$ cat config.mk
export PLATFORM = sky130hd
export DESIGN_NAME = dbg_trig_seq
export DESIGN_NICKNAME = d
export VERILOG_FILES = /design/src/rtl/dbg_seq_pkg.sv /design/src/rtl/dbg_match_sel.sv /design/src/rtl/dbg_trig_arb.sv /design/src/rtl/dbg_seq_core.sv /design/src/rtl/dbg_trig_seq.sv
export SDC_FILE = /design/constraint.sdc
export NUM_CORES = 1
export LEC_CHECK = 0
export ABC_AREA = 1
export BUFFER_PORTS_ARGS = -buffer_cell sky130_fd_sc_hd__buf_2
export CAP_MARGIN = 0
export CORE_MARGIN = 4
export CORE_UTILIZATION = 55
export DETAILED_ROUTE_END_ITERATION = 7
export PLACE_DENSITY = 0.8
export SLEW_MARGIN = 20
export SYNTH_ARGS = -nofsm -noshare
export SYNTH_HDL_FRONTEND = slang
export SYNTH_SLANG_ARGS = --single-unit
$ cat constraint.sdc
create_clock -name clk -period 6.8 [get_ports clk]
set_clock_uncertainty 0.2 [all_clocks]
set_input_delay 0.34 -clock clk [delete_from_list [all_inputs] [get_ports clk]]
set_output_delay 0.34 -clock clk [all_outputs]
set_load 0.005 [all_outputs]
$ cat src/rtl/dbg_seq_pkg.sv
package dbg_seq_pkg;

  typedef enum logic [2:0] {
    EV_NONE,
    EV_COP,
    EV_IMM,
    EV_TAG,
    EV_DONE,
    EV_MATCH
  } trig_ev_t;

  localparam logic [1:0] AL_OFF   = 2'd0;
  localparam logic [1:0] AL_BEGIN = 2'd1;
  localparam logic [1:0] AL_MID   = 2'd2;
  localparam logic [1:0] AL_END   = 2'd3;

endpackage

$ cat src/rtl/dbg_match_sel.sv
module dbg_match_sel #(
  parameter int N_CH  = 4,
  parameter int N_MID = 3,
  parameter int ST_W  = 3,
  localparam int CFG_W = N_MID * N_CH * ST_W
) (
  input  logic [ST_W-1:0]  state,
  input  logic [N_CH-1:0]  match_in,
  input  logic             range_mode,
  input  logic [CFG_W-1:0] next_cfg,
  output logic             hit,
  output logic             to_final,
  output logic [ST_W-1:0]  nxt
);

  localparam logic [ST_W-1:0] FINAL_ST = ST_W'(N_MID + 1);

  logic            in_mid;
  logic [31:0]     row_base;
  logic [N_CH-1:0] eff;
  logic [N_CH-1:0] usable;
  logic [N_CH-1:0] fin;
  logic [ST_W-1:0] cand [N_CH];

  assign in_mid   = (state != '0) && (32'(state) <= 32'(N_MID));
  assign row_base = in_mid ? (32'(state) - 32'd1) * 32'(N_CH * ST_W) : 32'd0;

  for (genvar c = 0; c < N_CH; c++) begin : g_ch
    // the paired channel of channel 0 drops out in range mode
    if (c == 2) begin : g_pair
      assign eff[c] = match_in[c] & ~(range_mode & match_in[0]);
    end else begin : g_plain
      assign eff[c] = match_in[c];
    end
    assign cand[c]   = next_cfg[row_base + 32'(c * ST_W) +: ST_W];
    assign usable[c] = eff[c] & in_mid & (cand[c] <= FINAL_ST);
    assign fin[c]    = usable[c] & (cand[c] == FINAL_ST);
  end

  always_comb begin
    nxt = '0;
    for (int c = N_CH - 1; c >= 0; c--) begin
      if (usable[c]) nxt = cand[c];
    end
    if (|fin) begin
      for (int c = N_CH - 1; c >= 0; c--) begin
        if (fin[c]) nxt = cand[c];
      end
    end
  end

  assign hit      = |usable;
  assign to_final = |fin;

endmodule

$ cat src/rtl/dbg_trig_arb.sv
module dbg_trig_arb
  import dbg_seq_pkg::*;
#(
  parameter int N_MID = 3,
  parameter int ST_W  = 3
) (
  input  logic            armed,
  input  logic [ST_W-1:0] state,
  input  logic            cop_go,
  input  logic            imm_trig,
  input  logic            tag_hit,
  input  logic            trace_done,
  input  logic            m_hit,
  output trig_ev_t        ev
);

  localparam logic [ST_W-1:0] FINAL_ST = ST_W'(N_MID + 1);

  always_comb begin
    ev = EV_NONE;
    if (cop_go)                               ev = EV_COP;
    else if (!armed)                          ev = EV_NONE;
    else if (imm_trig)                        ev = EV_IMM;
    else if (tag_hit)                         ev = EV_TAG;
    else if (state == FINAL_ST && trace_done) ev = EV_DONE;
    else if (m_hit)                           ev = EV_MATCH;
  end

endmodule

$ cat src/rtl/dbg_seq_core.sv
module dbg_seq_core
  import dbg_seq_pkg::*;
#(
  parameter int N_MID = 3,
  parameter int ST_W  = 3
) (
  input  logic            clk,
  input  logic            rst,
  input  trig_ev_t        ev,
  input  logic            m_to_final,
  input  logic [ST_W-1:0] m_nxt,
  input  logic [1:0]      align_mode,
  input  logic            brk_en,
  input  logic            bdm_sel,
  input  logic            arm_wr,
  input  logic            disarm_wr,
  output logic [ST_W-1:0] state,
  output logic            armed,
  output logic            brk,
  output logic            brk_bdm,
  output logic            term
);

  localparam logic [ST_W-1:0] FINAL_ST = ST_W'(N_MID + 1);

  logic [ST_W-1:0] st_q, n_st;
  logic            arm_q, n_arm;
  logic            pend_q, n_pend;
  logic            d_brk, d_bdm, d_term;
  logic            hw_off, enter_fin, defer;

  assign defer = (align_mode == AL_BEGIN) || (align_mode == AL_MID);

  always_comb begin
    n_st      = st_q;
    n_arm     = arm_q;
    n_pend    = pend_q;
    d_brk     = 1'b0;
    d_bdm     = 1'b0;
    d_term    = 1'b0;
    hw_off    = 1'b0;
    enter_fin = 1'b0;
    case (ev)
      EV_COP: begin
        d_brk  = 1'b1;
        d_bdm  = bdm_sel;
        d_term = arm_q;
        hw_off = 1'b1;
      end
      EV_IMM: enter_fin = 1'b1;
      EV_TAG: hw_off = 1'b1;
      EV_DONE: begin
        d_brk  = pend_q;
        d_bdm  = pend_q & bdm_sel;
        hw_off = 1'b1;
      end
      EV_MATCH: begin
        if (m_to_final)      enter_fin = 1'b1;
        else if (m_nxt == '0) hw_off   = 1'b1;
        else                  n_st     = m_nxt;
      end
      default: ;
    endcase
    if (enter_fin) begin
      if (defer) begin
        n_st   = FINAL_ST;
        n_pend = pend_q | brk_en;
      end else begin
        hw_off = 1'b1;
        d_brk  = brk_en;
        d_bdm  = brk_en & bdm_sel;
      end
    end
    if (hw_off || disarm_wr) begin
      n_st   = '0;
      n_arm  = 1'b0;
      n_pend = 1'b0;
    end else if (arm_wr && !arm_q) begin
      n_st  = ST_W'(1);
      n_arm = 1'b1;
    end
  end

  always_ff @(posedge clk) begin
    if (rst) begin
      st_q    <= '0;
      arm_q   <= 1'b0;
      pend_q  <= 1'b0;
      brk     <= 1'b0;
      brk_bdm <= 1'b0;
      term    <= 1'b0;
    end else begin
      st_q    <= n_st;
      arm_q   <= n_arm;
      pend_q  <= n_pend;
      brk     <= d_brk;
      brk_bdm <= d_bdm;
      term    <= d_term;
    end
  end

  assign state = st_q;
  assign armed = arm_q;

endmodule

$ cat src/rtl/dbg_trig_seq.sv
module dbg_trig_seq
  import dbg_seq_pkg::*;
#(
  parameter int N_CH  = 4,
  parameter int N_MID = 3,
  localparam int ST_W  = $clog2(N_MID + 2),
  localparam int CFG_W = N_MID * N_CH * ST_W
) (
  input  logic             clk,
  input  logic             rst,
  input  logic             cop_brk_req,
  input  logic             cop_brk_en,
  input  logic             bdm_sel,
  input  logic             imm_trig,
  input  logic             tag_hit,
  input  logic [N_CH-1:0]  match_in,
  input  logic             range_mode,
  input  logic             arm_wr,
  input  logic             disarm_wr,
  input  logic [1:0]       align_mode,
  input  logic             brk_en,
  input  logic             trace_done,
  input  logic [CFG_W-1:0] next_cfg,
  output logic [ST_W-1:0]  seq_state,
  output logic             armed,
  output logic             brk_req,
  output logic             brk_to_bdm,
  output logic             trace_term
);

  trig_ev_t        ev;
  logic            m_hit, m_to_final;
  logic [ST_W-1:0] m_nxt;

  dbg_match_sel #(.N_CH(N_CH), .N_MID(N_MID), .ST_W(ST_W)) u_match (
    .state      (seq_state),
    .match_in   (match_in),
    .range_mode (range_mode),
    .next_cfg   (next_cfg),
    .hit        (m_hit),
    .to_final   (m_to_final),
    .nxt        (m_nxt)
  );

  dbg_trig_arb #(.N_MID(N_MID), .ST_W(ST_W)) u_arb (
    .armed      (armed),
    .state      (seq_state),
    .cop_go     (cop_brk_req & cop_brk_en),
    .imm_trig   (imm_trig),
    .tag_hit    (tag_hit),
    .trace_done (trace_done),
    .m_hit      (m_hit),
    .ev         (ev)
  );

  dbg_seq_core #(.N_MID(N_MID), .ST_W(ST_W)) u_core (
    .clk        (clk),
    .rst        (rst),
    .ev         (ev),
    .m_to_final (m_to_final),
    .m_nxt      (m_nxt),
    .align_mode (align_mode),
    .brk_en     (brk_en),
    .bdm_sel    (bdm_sel),
    .arm_wr     (arm_wr),
    .disarm_wr  (disarm_wr),
    .state      (seq_state),
    .armed      (armed),
    .brk        (brk_req),
    .brk_bdm    (brk_to_bdm),
    .term       (trace_term)
  );

endmodule

* Yosys cells after proc, flatten, opt, wreduce, memory -nomap -nowiden *
Cells that the tools add are included.

word-level totals
  register bits = 8
  input port bits = 54
  output and inout port bits = 7
  word-level logic and storage cells = 103

operators by class
  add/subtract/negate cells = 4
  $mul = 1
  $lt $le $gt $ge = 5
  equality and inequality tests = 12
  shifts and indexed selects = 4
  muxes and demuxes = 35
  bitwise operators = 20
  reductions and logical operators = 15

operators by type and width
  operator                                                                           count
  36-bit by 33-bit variable part select with 3-bit output                            4
  3-bit 2-to-1 mux                                                                   20
  32-bit by 2-bit adder with 32-bit output (second input constant)                   1
  32-bit by 3-bit adder with 32-bit output (second input constant)                   1
  32-bit by 4-bit adder with 32-bit output (second input constant)                   1
  32-bit by 2-bit multiplier with 30-bit output (second input constant)              1
  32-bit 2-to-1 mux                                                                  1
  3-bit equality test (second input constant)                                        7
  1-bit AND                                                                          17
  3-bit less-or-equal comparator (second input constant)                             4
  1-bit 2-to-1 mux                                                                   10
  1-bit one-hot mux with 2 select lines                                              4
  4-bit OR reduction                                                                 2
  3-bit by 2-bit equality test with 1-bit output (second input constant)             2
  3-bit OR reduction                                                                 2
  2-bit OR reduction                                                                 2
  3-bit by 1-bit subtractor with 4-bit output (second input constant)                1
  3-bit by 1-bit equality test with 1-bit output (second input constant)             1
  3-bit by 2-bit less-or-equal comparator with 1-bit output (second input constant)  1
  1-bit logical AND                                                                  3
  3-bit logical NOT                                                                  1
  3-bit nonzero test                                                                 1
  2-bit by 1-bit equality test with 1-bit output (second input constant)             1
  2-bit equality test (second input constant)                                        1
  5 further kinds                                                                    7

* Depth between registers and ports, before layout *
Gate-level depths: netlist of the first run.

  word-level depth = 24
  gate-level depth with buffers = 31

* Modules after synthesis *
From an unflattened synthesis of the first run, not the netlist that was laid out.

second synthesis, totals
  cells, all modules = 495
  area total of the unflattened synthesis = 2537.4 µm²

modules (own cells, without submodules)
  module         times used  cells each  area an instance (µm²)  sequential area each (µm²)
  dbg_match_sel  1           408         2016.9                  0.0
  dbg_seq_core   1           68          442.9                   160.2
  dbg_trig_arb   1           17          70.1                    0.0
  dbg_trig_seq   1           2           7.5                     0.0

* Worst setup path before layout of the first run *
OpenSTA, ideal clock, no wires.

  kind = reg-to-reg
  start = reg u_core.st_q[0] (netlist: u_core.state[0])
  end = reg u_core.brk
  library setup time = 0.111 ns
  data arrival time = 3.945 ns
  data required time = 6.489 ns
  path slack = 2.544 ns
  stages on the path, launching flop included = 28
  path through = dfxtp_1 inv_2 buf_2 ha_1 xnor2_1 fa_1 inv_1 nand3_1 buf_4 inv_4 ha_1 nand4_1 o21ai_1 nand3_1 nand3_1 nand2_1 nand2_2 nand2_1 nand2_2 nand2_2 nand2_1 nor2_2 a21boi_2 nand2_2 o21ai_4 nand3b_1 nand3_2 inv_1

between the ends
  longest elaborated chain between the ends = 18

RTL lines
  element                                                                                       line                                      RTL
  start, declared                                                                               dbg_seq_core.sv:26                        logic [ST_W-1:0] st_q, n_st;
  start signal, assigned                                                                        dbg_seq_core.sv:93                        st_q <= n_st;
  3-bit by 1-bit subtractor with 4-bit output (tied with other cells)                           dbg_match_sel.sv:26                       assign row_base = in_mid ? (32'(state) - 32'd1) * 32'(N_CH * ST_W) : 32'd0;
  32-bit by 2-bit multiplier with 30-bit output / 1-bit logical AND (equally long branches)     dbg_match_sel.sv:26, dbg_match_sel.sv:25
  32-bit 2-to-1 mux                                                                             dbg_match_sel.sv:26
  32-bit by 2-bit adder with 32-bit output (tied with other cells)                              dbg_match_sel.sv:35                       assign cand[c] = next_cfg[row_base + 32'(c * ST_W) +: ST_W];
  36-bit by 33-bit variable part select with 3-bit output                                       dbg_match_sel.sv:35
  3-bit less-or-equal comparator                                                                dbg_match_sel.sv:36                       assign usable[c] = eff[c] & in_mid & (cand[c] <= FINAL_ST);
  1-bit AND                                                                                     dbg_match_sel.sv:36
  4-bit OR reduction                                                                            dbg_match_sel.sv:52                       assign hit = |usable;
  (+2 left out)                                                                                 -
  3-bit 2-to-1 mux                                                                              dbg_trig_arb.sv:24                        else if (tag_hit) ev = EV_TAG;
  3-bit 2-to-1 mux                                                                              dbg_trig_arb.sv:23                        else if (imm_trig) ev = EV_IMM;
  3-bit 2-to-1 mux                                                                              dbg_trig_arb.sv:22                        else if (!armed) ev = EV_NONE;
  3-bit 2-to-1 mux                                                                              dbg_trig_arb.sv:21                        if (cop_go) ev = EV_COP;
  3-bit equality test / 3-bit by 1-bit equality test with 1-bit output (equally long branches)  dbg_seq_core.sv:43                        case (ev)
  1-bit one-hot mux with 2 select lines                                                         dbg_seq_core.sv:43
  1-bit 2-to-1 mux                                                                              dbg_seq_core.sv:65                        if (defer) begin
  1-bit 2-to-1 mux (*)                                                                          dbg_seq_core.sv:64                        if (enter_fin) begin
  end signal, assigned                                                                          dbg_seq_core.sv:96                        brk <= d_brk;
  end, declared                                                                                 dbg_seq_core.sv:19                        output logic brk,

Mark *: on every way between the ends. The rest lies on a longest branch, timed or not.
A chain may end at the register's enable or synchronous reset.

* Worst setup path after layout of the first run *
  start = reg u_core.st_q[0] (netlist: u_core.state[0])
  end = reg u_core.brk_bdm

between the ends
  longest elaborated chain between the ends = 18

RTL lines
  element                                                                                       line                                      RTL
  3-bit by 1-bit subtractor with 4-bit output (tied with other cells)                           dbg_match_sel.sv:26
  32-bit by 2-bit multiplier with 30-bit output / 1-bit logical AND (equally long branches)     dbg_match_sel.sv:26, dbg_match_sel.sv:25
  32-bit 2-to-1 mux                                                                             dbg_match_sel.sv:26
  32-bit by 2-bit adder with 32-bit output (tied with other cells)                              dbg_match_sel.sv:35
  36-bit by 33-bit variable part select with 3-bit output                                       dbg_match_sel.sv:35
  3-bit less-or-equal comparator                                                                dbg_match_sel.sv:36
  1-bit AND                                                                                     dbg_match_sel.sv:36
  4-bit OR reduction                                                                            dbg_match_sel.sv:52
  (+2 left out)                                                                                 -
  3-bit 2-to-1 mux                                                                              dbg_trig_arb.sv:24
  3-bit 2-to-1 mux                                                                              dbg_trig_arb.sv:23
  3-bit 2-to-1 mux                                                                              dbg_trig_arb.sv:22
  3-bit 2-to-1 mux                                                                              dbg_trig_arb.sv:21
  3-bit equality test / 3-bit by 1-bit equality test with 1-bit output (equally long branches)  dbg_seq_core.sv:43
  1-bit one-hot mux with 2 select lines                                                         dbg_seq_core.sv:43
  1-bit 2-to-1 mux                                                                              dbg_seq_core.sv:65
  1-bit 2-to-1 mux (*)                                                                          dbg_seq_core.sv:64
  end signal, assigned                                                                          dbg_seq_core.sv:97                        brk_bdm <= d_bdm;
  end, declared                                                                                 dbg_seq_core.sv:20                        output logic brk_bdm,

Marks and branches as above.

==> results of run 1 <==
-- worst max-delay path, cell delays in order (launching register included) --
cell      delay (ns)
dfxtp_1         0.57
inv_2           0.23
ha_1            0.27
xnor2_1         0.25
fa_1            0.45
inv_1           0.11
nand3_1         0.38
inv_4           0.23
ha_1            0.22
nand4_1         0.18
o21ai_1         0.20
nand3_1         0.17
nand3_1         0.15
nand2_1         0.07
nand2_2         0.10
nand2_1         0.07
nand2_2         0.08
nand2_2         0.06
nand2_1         0.09
nor2_2          0.05
a21boi_2        0.18
nand2_2         0.11
o21ai_4         0.23
nand2_4         0.09
nand2_2         0.09
nand3_2         0.07
nor2_2          0.07
-- power groups by stage --
stage | registers [mW] | clock network (mW) | logic (mW)
2_1_floorplan | 0.0502 | 0 | 0.105
3_3_place_gp | 0.0502 | 0 | 0.139
3_5_place_dp | 0.0503 | 0 | 0.141
4_1_cts | 0.0496 | 0.0556 | 0.142
5_1_grt | 0.0497 | 0.0598 | 0.162
6_report | 0.0496 | 0.0543 | 0.145
-- metrics by stage --
step / instance area (um^2) / setup WS [ns] / power (mW) / hold WS [ns]
after floorplan: 2460 / 2.54 / 0.155 / 0.219
after global placement: 2720 / 2.04 / 0.189 / 0.315
after detailed placement: 2720 / 1.86 / 0.192 / 0.333
after CTS: 2760 / 1.81 / 0.248 / 0.115
after global routing: 2760 / 1.30 / 0.272 / 0.116
final: 2760 / 1.74 / 0.249 / 0.118
-- registers in the layout, summed over array words and instances, names as in the netlist --
| signal | count |
|---|---|
| u_core.armed | 1 |
| u_core.brk | 1 |
| u_core.brk_bdm | 1 |
| u_core.pend_q | 1 |
| u_core.state | 3 |
| u_core.term | 1 |
-- layer usage --
| metal | vias to the layer above | share of wire (%) | track usage, % |
|---|---|---|---|
| met5 | - | 0 | 0 |
| met4 | 0 | 2.2 | 7.31 |
| met3 | 16 | 8.3 | 3.60 |
| met2 | 155 | 47 | 42.0 |
| met1 | 1338 | 42 | 32.6 |
| li1 | 1606 | - | - |
-- logic make-up (layout without fill, tap and decap cells) --
| kind of cell | count (synthesis) | in the layout | share of synthesized area, % |
|---|---|---|---|
| simple gates | 321 | 321 | 60.7 |
| buf+inv | 87 | 136 | 15.9 |
| compound gates | 41 | 41 | 10.3 |
| fa+ha+maj | 9 | 9 | 5.18 |
| flops | 8 | 8 | 6.50 |
| xor+xnor | 3 | 3 | 1.37 |
-- layout make-up --
cell class / instances / area (um^2)
Clock buffer: 3 / 41.3
Multi-Input combinational cell: 374 / 1910
Timing Repair Buffer: 60 / 300
Tap cell: 52 / 65.1
Inverter: 73 / 279
Fill cell: 429 / 1600
Sequential cell: 8 / 160
-- path summary, 6_finish.rpt --
check                                   end  depth (start not counted)  slack, ns
setup reg to reg  u_core.brk_bdm$_SDFF_PP0_                         26       1.74
hold / removal       u_core.term$_SDFF_PP0_                          2       0.12
hold reg to reg      u_core.term$_SDFF_PP0_                          2       0.34
setup / recovery  u_core.brk_bdm$_SDFF_PP0_                         26       1.74
-- cells in the final DEF (no fill, tap or decap), types with 3 or more instances in the layout --
master and n:
a21oi_1 10, buf_2 60, clkbuf_8 3, dfxtp_1 8
ha_1 7, inv_1 65, inv_2 6, nand2_1 165
nand2_2 13, nand3_1 69, nand3_2 3, nand3b_1 4
nand4_1 16, nor2_1 32, nor2_2 5, nor3_1 5
o211ai_1 6, o21ai_0 14, o21ai_1 4
==> results_dict.tcl, run 1 <==
set metrics [dict create \
    pwr-share-clk_pct 21.9 \
    setup_viol_count_final 0 \
    status "finished, final reports clean" \
    vias_per_cell 5.46 \
    worstSetupStartpoint "u_core.state[0]$_SDFF_PP0_" \
    cts_resized 0 \
    min_period_over_period_pct 74.4 \
    grt_util_all_layers_pct 24.8 \
    cts_setup_buffers 0 \
    crit_type "flop to flop" \
    synthToLayoutAreaGrowth_pct 11.9 \
    yosys_warnings 0 \
    maxSlewHeadroom_pct 44.0 \
    powerDensity_nw_per_um2 90.1 \
    final_cells 570 \
    fin_util_pct 63.3 \
    r2r-start "u_core.state[0]$_SDFF_PP0_" \
    layout-drive-gt1-share_pct 20.7 \
    hold_violations 0 \
    grt_max_degree 51 \
    cts_sinks 8 \
    worst_pin_slew_ns 0.838 \
    p_int_uw 138 \
    post-route-min-period_ns 5.06 \
    via_count 3115 \
    power_leakage_nw 1.62 \
    critPathArrivalTime_ns 5.03 \
    synth_most_common_cell "nand2_1" \
    drt_iter0_markers 278 \
    gp_congestion 0.993 \
    die_w_um 74.9 \
    synth_top_cell_area_share_pct 25.1 \
    die-area_um2 5620 \
    syn_nets 532 \
    clk_pin_slew_worst_paths_ns 0.04 \
    drv_cap 0 \
    hpwl_mm 5.52 \
    synthCells 469 \
    ys_ff_latch 8 \
    insertedDiodeCount 0 \
    drt_first_pass_iters 5 \
    cp_max_fo 14 \
    cts-hold-fix-buffers 0 \
    grt_pass1_wl_mm 11.1 \
    rows 24 \
    avgSynthCellArea_um2 5.26 \
    io-pin-count 61 \
    grt_pass1_vias 2614 \
    netlist_area_um2 2460 \
    p_sw_uw 110 \
    worstHoldStart "rst" \
    p_sw_share_pct 44.3 \
    slew_violations 0 \
    async_flop_share_pct 0 \
    crit_required_ns 6.76 \
    grt_setup_unrepaired "false" \
    post-route-drc-count 0 \
    clk-insertion-delay-late_ns 0.22 \
    pwr-share-comb_pct 58.2 \
    cp-start-kind "flop" \
    core_um2 4350 \
    antenna_found_initial 0 \
    die_h_um 74.9 \
    pwr-share-seq_pct 20.0 \
    fin_nets 583 \
    hp-class "input pin to flop" \
    portBuffers 60 \
    ys_types 38 \
    h-tree-depth 1 \
    synth_top_cells_by_area "nand2_1, nand3_1, inv_1" \
    ctsRootBufferMaster "clkbuf_8" \
    detail_route.wl_per_cell_um 12.1 \
    cts_tree "done" \
    synthFlopType "dfxtp_1" \
    overflow 0 \
    totalWireLength_mm 6.91 \
    yosysSeqAreaShare_pct 6.50 \
    dp.cells 567 \
    synth_common_cells "nand2_1, nand3_1, inv_1" \
    ir_drop_uv 136 \
    clock.fmax_ghz 0.198 \
    numCtsBuffers 3 \
    start_util_pct 56.6 \
    cts_buffer_depth 2 \
    setup_tns_ns 0 \
    ant_nets 0 \
    synth_edf_count 0 \
    cp-end-kind "flop" \
    synth.largest_area_cell "nand2_1" \
]
No activity file was read; power rests on OpenSTA's default activity.
==> run 2: changes to the inputs <==
Settings changed: ABC_AREA 1 to 0, CORE_UTILIZATION 55 to 50, PLACE_DENSITY 0.8 to 0.77.
Clock period 6.8 ns to 4.5 ns, I/O delays scaled along.
==> run 2 against run 1 <==
Against the previous run: sequential share of layout area fell by 0.31 points; cell count shrank 22%; final area is 8.9% higher; worst hold slack worse by 0.11 ns; critical endpoint is now u_core.armed$_SDFFE_PP0P_; combinational power rose by 73%.
==> results_dict.tcl, run 2 <==
set metrics [dict create \
    status "finished, final reports clean" \
    p_int_uw 244 \
    synthFlopType "dfxtp_1" \
    cts-hold-fix-buffers 0 \
    p_sw_uw 173 \
    drt_first_pass_iters 5 \
    grt_util_all_layers_pct 26.8 \
    mostFrequentLayoutCell "buf_2" \
    antenna_found_initial 0 \
    grt_pass1_vias 2691 \
    r2r_cells 16 \
    largest_reg_flops 3 \
    mostFrequentLayoutCells "buf_2, nand3_1, buf_4" \
    start_util_pct 51.8 \
    maxSlewHeadroom_pct 59.5 \
    syn_nets 372 \
    die-area_um2 6070 \
    pwr-share-comb_pct 60.4 \
    cts_sinks 8 \
    vias_per_cell 6.61 \
    synth_edf_count 0 \
    totalWireLength_mm 8.42 \
    crit_type "flop to flop" \
    worst_pin_slew_ns 0.602 \
    synth_top_cell_area_share_pct 6.55 \
    overflow 0 \
    hp-class "input pin to flop" \
    hpwl_mm 6.55 \
    avgSynthCellArea_um2 7.91 \
    cpMostUsedCell "inv_1" \
    crit_path_max_incr_delay_ns 0.58 \
    critPathArrivalTime_ns 4.22 \
    hold_violations 0 \
    yosys_warnings 0 \
    powerDensity_nw_per_um2 139 \
    drv_cap 0 \
    cp-start-kind "flop" \
    synth_common_cells "nand3_1, nand2_1, nor2_1" \
    hold-path-cell-count 2 \
    dp_slack_ns 0.0877 \
    grt_max_degree 27 \
    async_flop_share_pct 0 \
    pwr-share-clk_pct 21.7 \
    detail_route.wl_per_cell_um 19.0 \
    die_w_um 77.9 \
    portBuffers 60 \
    cts_buffer_depth 2 \
    clk_pin_slew_worst_paths_ns 0.05 \
    yosysSeqAreaShare_pct 6.55 \
    drt_iter0_markers 224 \
    finalInstanceArea_um2 3000 \
    synth_top_cells_by_area "dfxtp_1, mux4_2, mux2i_1" \
    synthToLayoutAreaGrowth_pct 22.8 \
    via_count 2920 \
    synth.largest_area_cell "dfxtp_1" \
    rows 25 \
    io-pin-count 61 \
    p_sw_share_pct 41.5 \
    gp_congestion 1.07 \
    layout-drive-gt1-share_pct 35.5 \
    fill_cells 415 \
    post-route-min-period_ns 4.31 \
    post-route-drc-count 0 \
    core_um2 4720 \
    clock.fmax_ghz 0.232 \
    die_h_um 77.9 \
    ir_drop_uv 85.4 \
    numCtsBuffers 3 \
    pwr-share-seq_pct 18.0 \
    ys_types 81 \
    netlist_area_um2 2440 \
    setup_viol_count_final 0 \
    power_leakage_nw 1.22 \
    cts_tree "done" \
    slew_violations 0 \
    ys_ff_latch 8 \
    grt_pass1_wl_mm 13.3 \
    h-tree-depth 1 \
    synth_most_common_cell "nand3_1" \
    crit_chain "inv_1 > ha_1 > xor2_2 > inv_1 > fa_2 > nor3_4 > ha_4 > buf_4 > xor2_1 > or4_1 > a31oi_2 > nor3_1 > a311oi_1 > o31a_1 > a311o_2 > nor2_1" \
    fin_nets 439 \
    min_period_over_period_pct 95.7 \
    placed_cell_area_um2 2860 \
    insertedDiodeCount 0 \
    cp-end-kind "flop" \
    cp_max_fo 9 \
    ant_nets 0 \
    synthCells 309 \
    setup_ws_ns 0.193 \
    slowest_stage "fa_2" \
    crit_required_ns 4.41 \
    clk-insertion-delay-late_ns 0.23 \
    ctsRootBufferMaster "clkbuf_8" \
]
-- run 2: changes by cell type after synthesis, sizes merged, moves of 8 or more --
cell   delta
a31oi     +8
and3     +13
inv      -61
mux2i    +12
mux4     +10
nand2   -158
nand3    -51
nand4    -11
nor2     -19
-- run 2: area by class of cell --
| cell class | count | area (um^2) | area share (%) |
|---|---|---|---|
| sequential | 8 | 165 | 5.50 |
| inverter | 13 | 53.8 | 1.79 |
| multi-input combinational | 268 | 2190 | 72.9 |
| clock buffer | 4 | 45.0 | 1.50 |
| timing repair buffer | 82 | 465 | 15.5 |
| tap | 67 | 83.8 | 2.79 |
-- run 2: final timing paths --
path                                endpoint                        from  slack (ns)
setup / recovery   u_core.armed$_SDFFE_PP0P_  u_core.state[0]$_SDFF_PP0_        0.19
hold reg to reg   u_core.pend_q$_SDFFE_PP0P_  u_core.pend_q$_SDFFE_PP0P_        0.27
hold / removal         u_core.brk$_SDFF_PP0_                         rst       0.008
setup reg to reg   u_core.armed$_SDFFE_PP0P_  u_core.state[0]$_SDFF_PP0_        0.19
-- run 2: critical path: cells and delay by family (launching register included) --
kind / cells / cell delay (ns)
compound gates: 4 / 1.18
fa+ha+maj: 3 / 1.01
simple gates: 4 / 0.69
flops: 1 / 0.41
xor+xnor: 2 / 0.35
buf+inv: 3 / 0.33
-- run 2: timing repair --
| action | in CTS | in global routing |
|---|---|---|
| setup buffers | 0 | 3 |
| hold endpoints to repair | 0 | 0 |
| resized for setup | 0 | 17 |
| endpoints found under the setup margin | 0 | 7 |
-- run 2: power by group through the flow --
| stage | clock [mW] | sequential (mW) | combinational, mW |
|---|---|---|---|
| 2_1_floorplan | 0 | 0.0757 | 0.155 |
| 3_3_place_gp | 0 | 0.0758 | 0.229 |
| 3_5_place_dp | 0 | 0.0759 | 0.231 |
| 4_1_cts | 0.0916 | 0.0748 | 0.232 |
| 5_1_grt | 0.0960 | 0.0751 | 0.269 |
| 6_report | 0.0901 | 0.0749 | 0.251 |
-- run 2: metrics by stage --
stage               hold slack [ns]  power [mW]  TNS, ns  std cells  util (%)
CTS                         0.00500       0.399        0        439      61.5
floorplan                    0.0974       0.231        0        309         -
detailed placement            0.239       0.307        0        435      60.5
global placement              0.239       0.305        0        435      60.5
finish                      0.00771       0.416        0        442      63.6
global route                 0.0147       0.441  -0.0322        442      63.6
-- run 2: routing by layer --
| layer | global-route usage (%) | part of all wire [%] | vias up |
|---|---|---|---|
| met5 | 0 | 0 | - |
| met4 | 8.39 | 3.2 | 0 |
| met3 | 3.94 | 10 | 30 |
| met2 | 42.6 | 45 | 199 |
| met1 | 37.2 | 42 | 1333 |
| li1 | - | - | 1358 |
-- run 2: kinds of logic (layout without fill, tap and decap cells) --
logic type / Yosys count / count (layout) / share of synthesized area (%)
AND/OR/NAND/NOR: 130 / 130 / 31.0
AO/OA/AOI/OAI: 95 / 95 / 29.9
buffers and inverters: 33 / 99 / 8.09
multiplexers: 24 / 24 / 15.7
XOR/XNOR: 10 / 10 / 3.58
adder cells (fa/ha/maj): 9 / 9 / 5.22
flip-flops: 8 / 8 / 6.55
==> run 3: changes to the inputs <==
Settings changed: ABC_AREA 0 to 1.
==> run 3 against run 2 <==
Against the previous run: cell count increased by 35%; non-clock buffer count decreased by 12; sequential power decreased by 2%; via count increased by 7.4%; worst setup slack improved by 0.049 ns; clock-buffer cell count decreased by 1; final area decreased by 4.1%; first-iteration DRC count decreased by 10%; core utilization decreased by 3.0 points.
==> results_dict.tcl, run 3 (same netlist as run 1, synthesis figures left out) <==
set metrics [dict create \
    dr.max_layer_used "met4" \
    io-pin-count 61 \
    placed_cell_area_um2 2790 \
    clock.fmax_ghz 0.235 \
    cts_sinks 8 \
    clk_pin_slew_worst_paths_ns 0.04 \
    cp-start-kind "flop" \
    maxSlewHeadroom_pct 71.1 \
    mostFrequentLayoutCell "nand2_1" \
    overflow 0 \
    largest_reg_flops 3 \
    fill_cells 506 \
    mostFrequentLayoutCells "nand2_1, nand3_1, inv_1" \
    pwr-share-seq_pct 19.0 \
    setup_viol_count_final 0 \
    met1Wirelength_mm 3.26 \
    gp_congestion 0.980 \
    pwr-share-comb_pct 59.2 \
    post-route-drc-count 0 \
    grt_pass1_wl_mm 11.6 \
    cts_tree "done" \
    clk-insertion-delay-late_ns 0.23 \
    fin_nets 593 \
    slew_violations 0 \
    grt_util_all_layers_pct 22.6 \
    totalWireLength_mm 7.14 \
    antenna_found_initial 0 \
    layout-drive-gt1-share_pct 23.1 \
    via_count 3137 \
    insertedDiodeCount 0 \
    wl_met2_mm 3.31 \
    grt_pass1_vias 2785 \
    die_w_um 78.2 \
    ctsRootBufferMaster "clkbuf_8" \
    rows 25 \
    p_sw_share_pct 44.5 \
    p_int_uw 214 \
    drt_first_pass_iters 5 \
    critPathArrivalTime_ns 4.18 \
    cpMostUsedCell "nand2_2" \
    worst_pin_slew_ns 0.433 \
    vias_per_cell 5.27 \
    total_power_uw 386 \
    cts_buffer_depth 2 \
    portBuffers 60 \
    cp-end-kind "flop" \
    min_period_over_period_pct 94.6 \
    grt_max_degree 50 \
    crit_family "simple AND/OR/NAND/NOR gates" \
    hpwl_mm 5.66 \
    drt_iter0_markers 201 \
    start_util_pct 51.8 \
    slowest_stage "fa_1" \
    post-route-min-period_ns 4.26 \
    p_sw_uw 172 \
    numCtsBuffers 3 \
    drv_cap 0 \
    power_leakage_nw 1.68 \
    status "finished, final reports clean" \
    ant_nets 0 \
    crit_type "flop to flop" \
    hold_violations 0 \
    path_buf_inv 4 \
    route.met3.wl_um 371 \
    hp-class "input pin to flop" \
    crit_required_ns 4.42 \
    synthToLayoutAreaGrowth_pct 16.9 \
    ir_drop_uv 143 \
    holdWs_ns 0.0210 \
    crit_path_max_incr_delay_ns 0.43 \
    pwr-share-clk_pct 21.9 \
    die_h_um 78.2 \
    h-tree-depth 1 \
    die-area_um2 6120 \
    powerDensity_nw_per_um2 134 \
    core_um2 4750 \
    cp_max_fo 7 \
    finalInstanceArea_um2 2880 \
    detail_route.wl_per_cell_um 12.0 \
]
[run 3: timing repair]
item	in CTS	in global routing
setup buffers	0	2
setup endpoints to repair	0	7
gates resized for setup	0	8
hold endpoints to repair	1	0
hold buffers	1	0
[run 3: layer usage]
layer,GRT usage [%],vias to the layer above
met4,8.22,0
met5,0,-
met1,30.4,1370
met3,1.26,23
met2,38.1,127
li1,-,1617
[run 3: final cells by class]
type	instances	area [um^2]	share of cell area, %
Inverter	73	279	9.69
Multi-Input combinational cell	374	1930	67.2
Sequential cell	8	164	5.69
Clock buffer	3	41.3	1.43
Tap cell	67	83.8	2.91
Timing Repair Buffer	70	378	13.1
[run 3: worst min-delay path: cells and delay by family]
family,cells,cell delay (ns)
buf+inv,2,0.10
simple gates,1,0.08
[run 3: power groups by stage]
stage,logic [mW],registers (mW),clock network (mW)
6_report,0.228,0.0732,0.0843
5_1_grt,0.256,0.0732,0.0923
4_1_cts,0.222,0.0738,0.0863
3_5_place_dp,0.220,0.0749,0
3_3_place_gp,0.217,0.0748,0
2_1_floorplan,0.159,0.0759,0
[run 3: path summary, 6_finish.rpt]
kind | cells after the start | slack [ns] | endpoint | startpoint
max | 25 | 0.24 | u_core.brk$_SDFF_PP0_ | u_core.state[1]$_SDFF_PP0_
min | 3 | 0.02 | u_core.brk_bdm$_SDFF_PP0_ | bdm_sel
max reg2reg | 25 | 0.24 | u_core.brk$_SDFF_PP0_ | u_core.state[1]$_SDFF_PP0_
min reg2reg | 2 | 0.34 | u_core.term$_SDFF_PP0_ | u_core.armed$_SDFFE_PP0P_
[run 3: through the flow]
step | utilization (%) | setup slack (ns) | instances | TNS (ns)
after floorplan | - | 0.244 | 469 | 0
after global placement | 58.6 | 0.140 | 589 | 0
after detailed placement | 58.6 | 0.0662 | 589 | 0
after CTS | 59.7 | 0.0264 | 593 | 0
after global routing | 60.6 | -0.0259 | 595 | -0.0526
final | 60.6 | 0.242 | 595 | 0
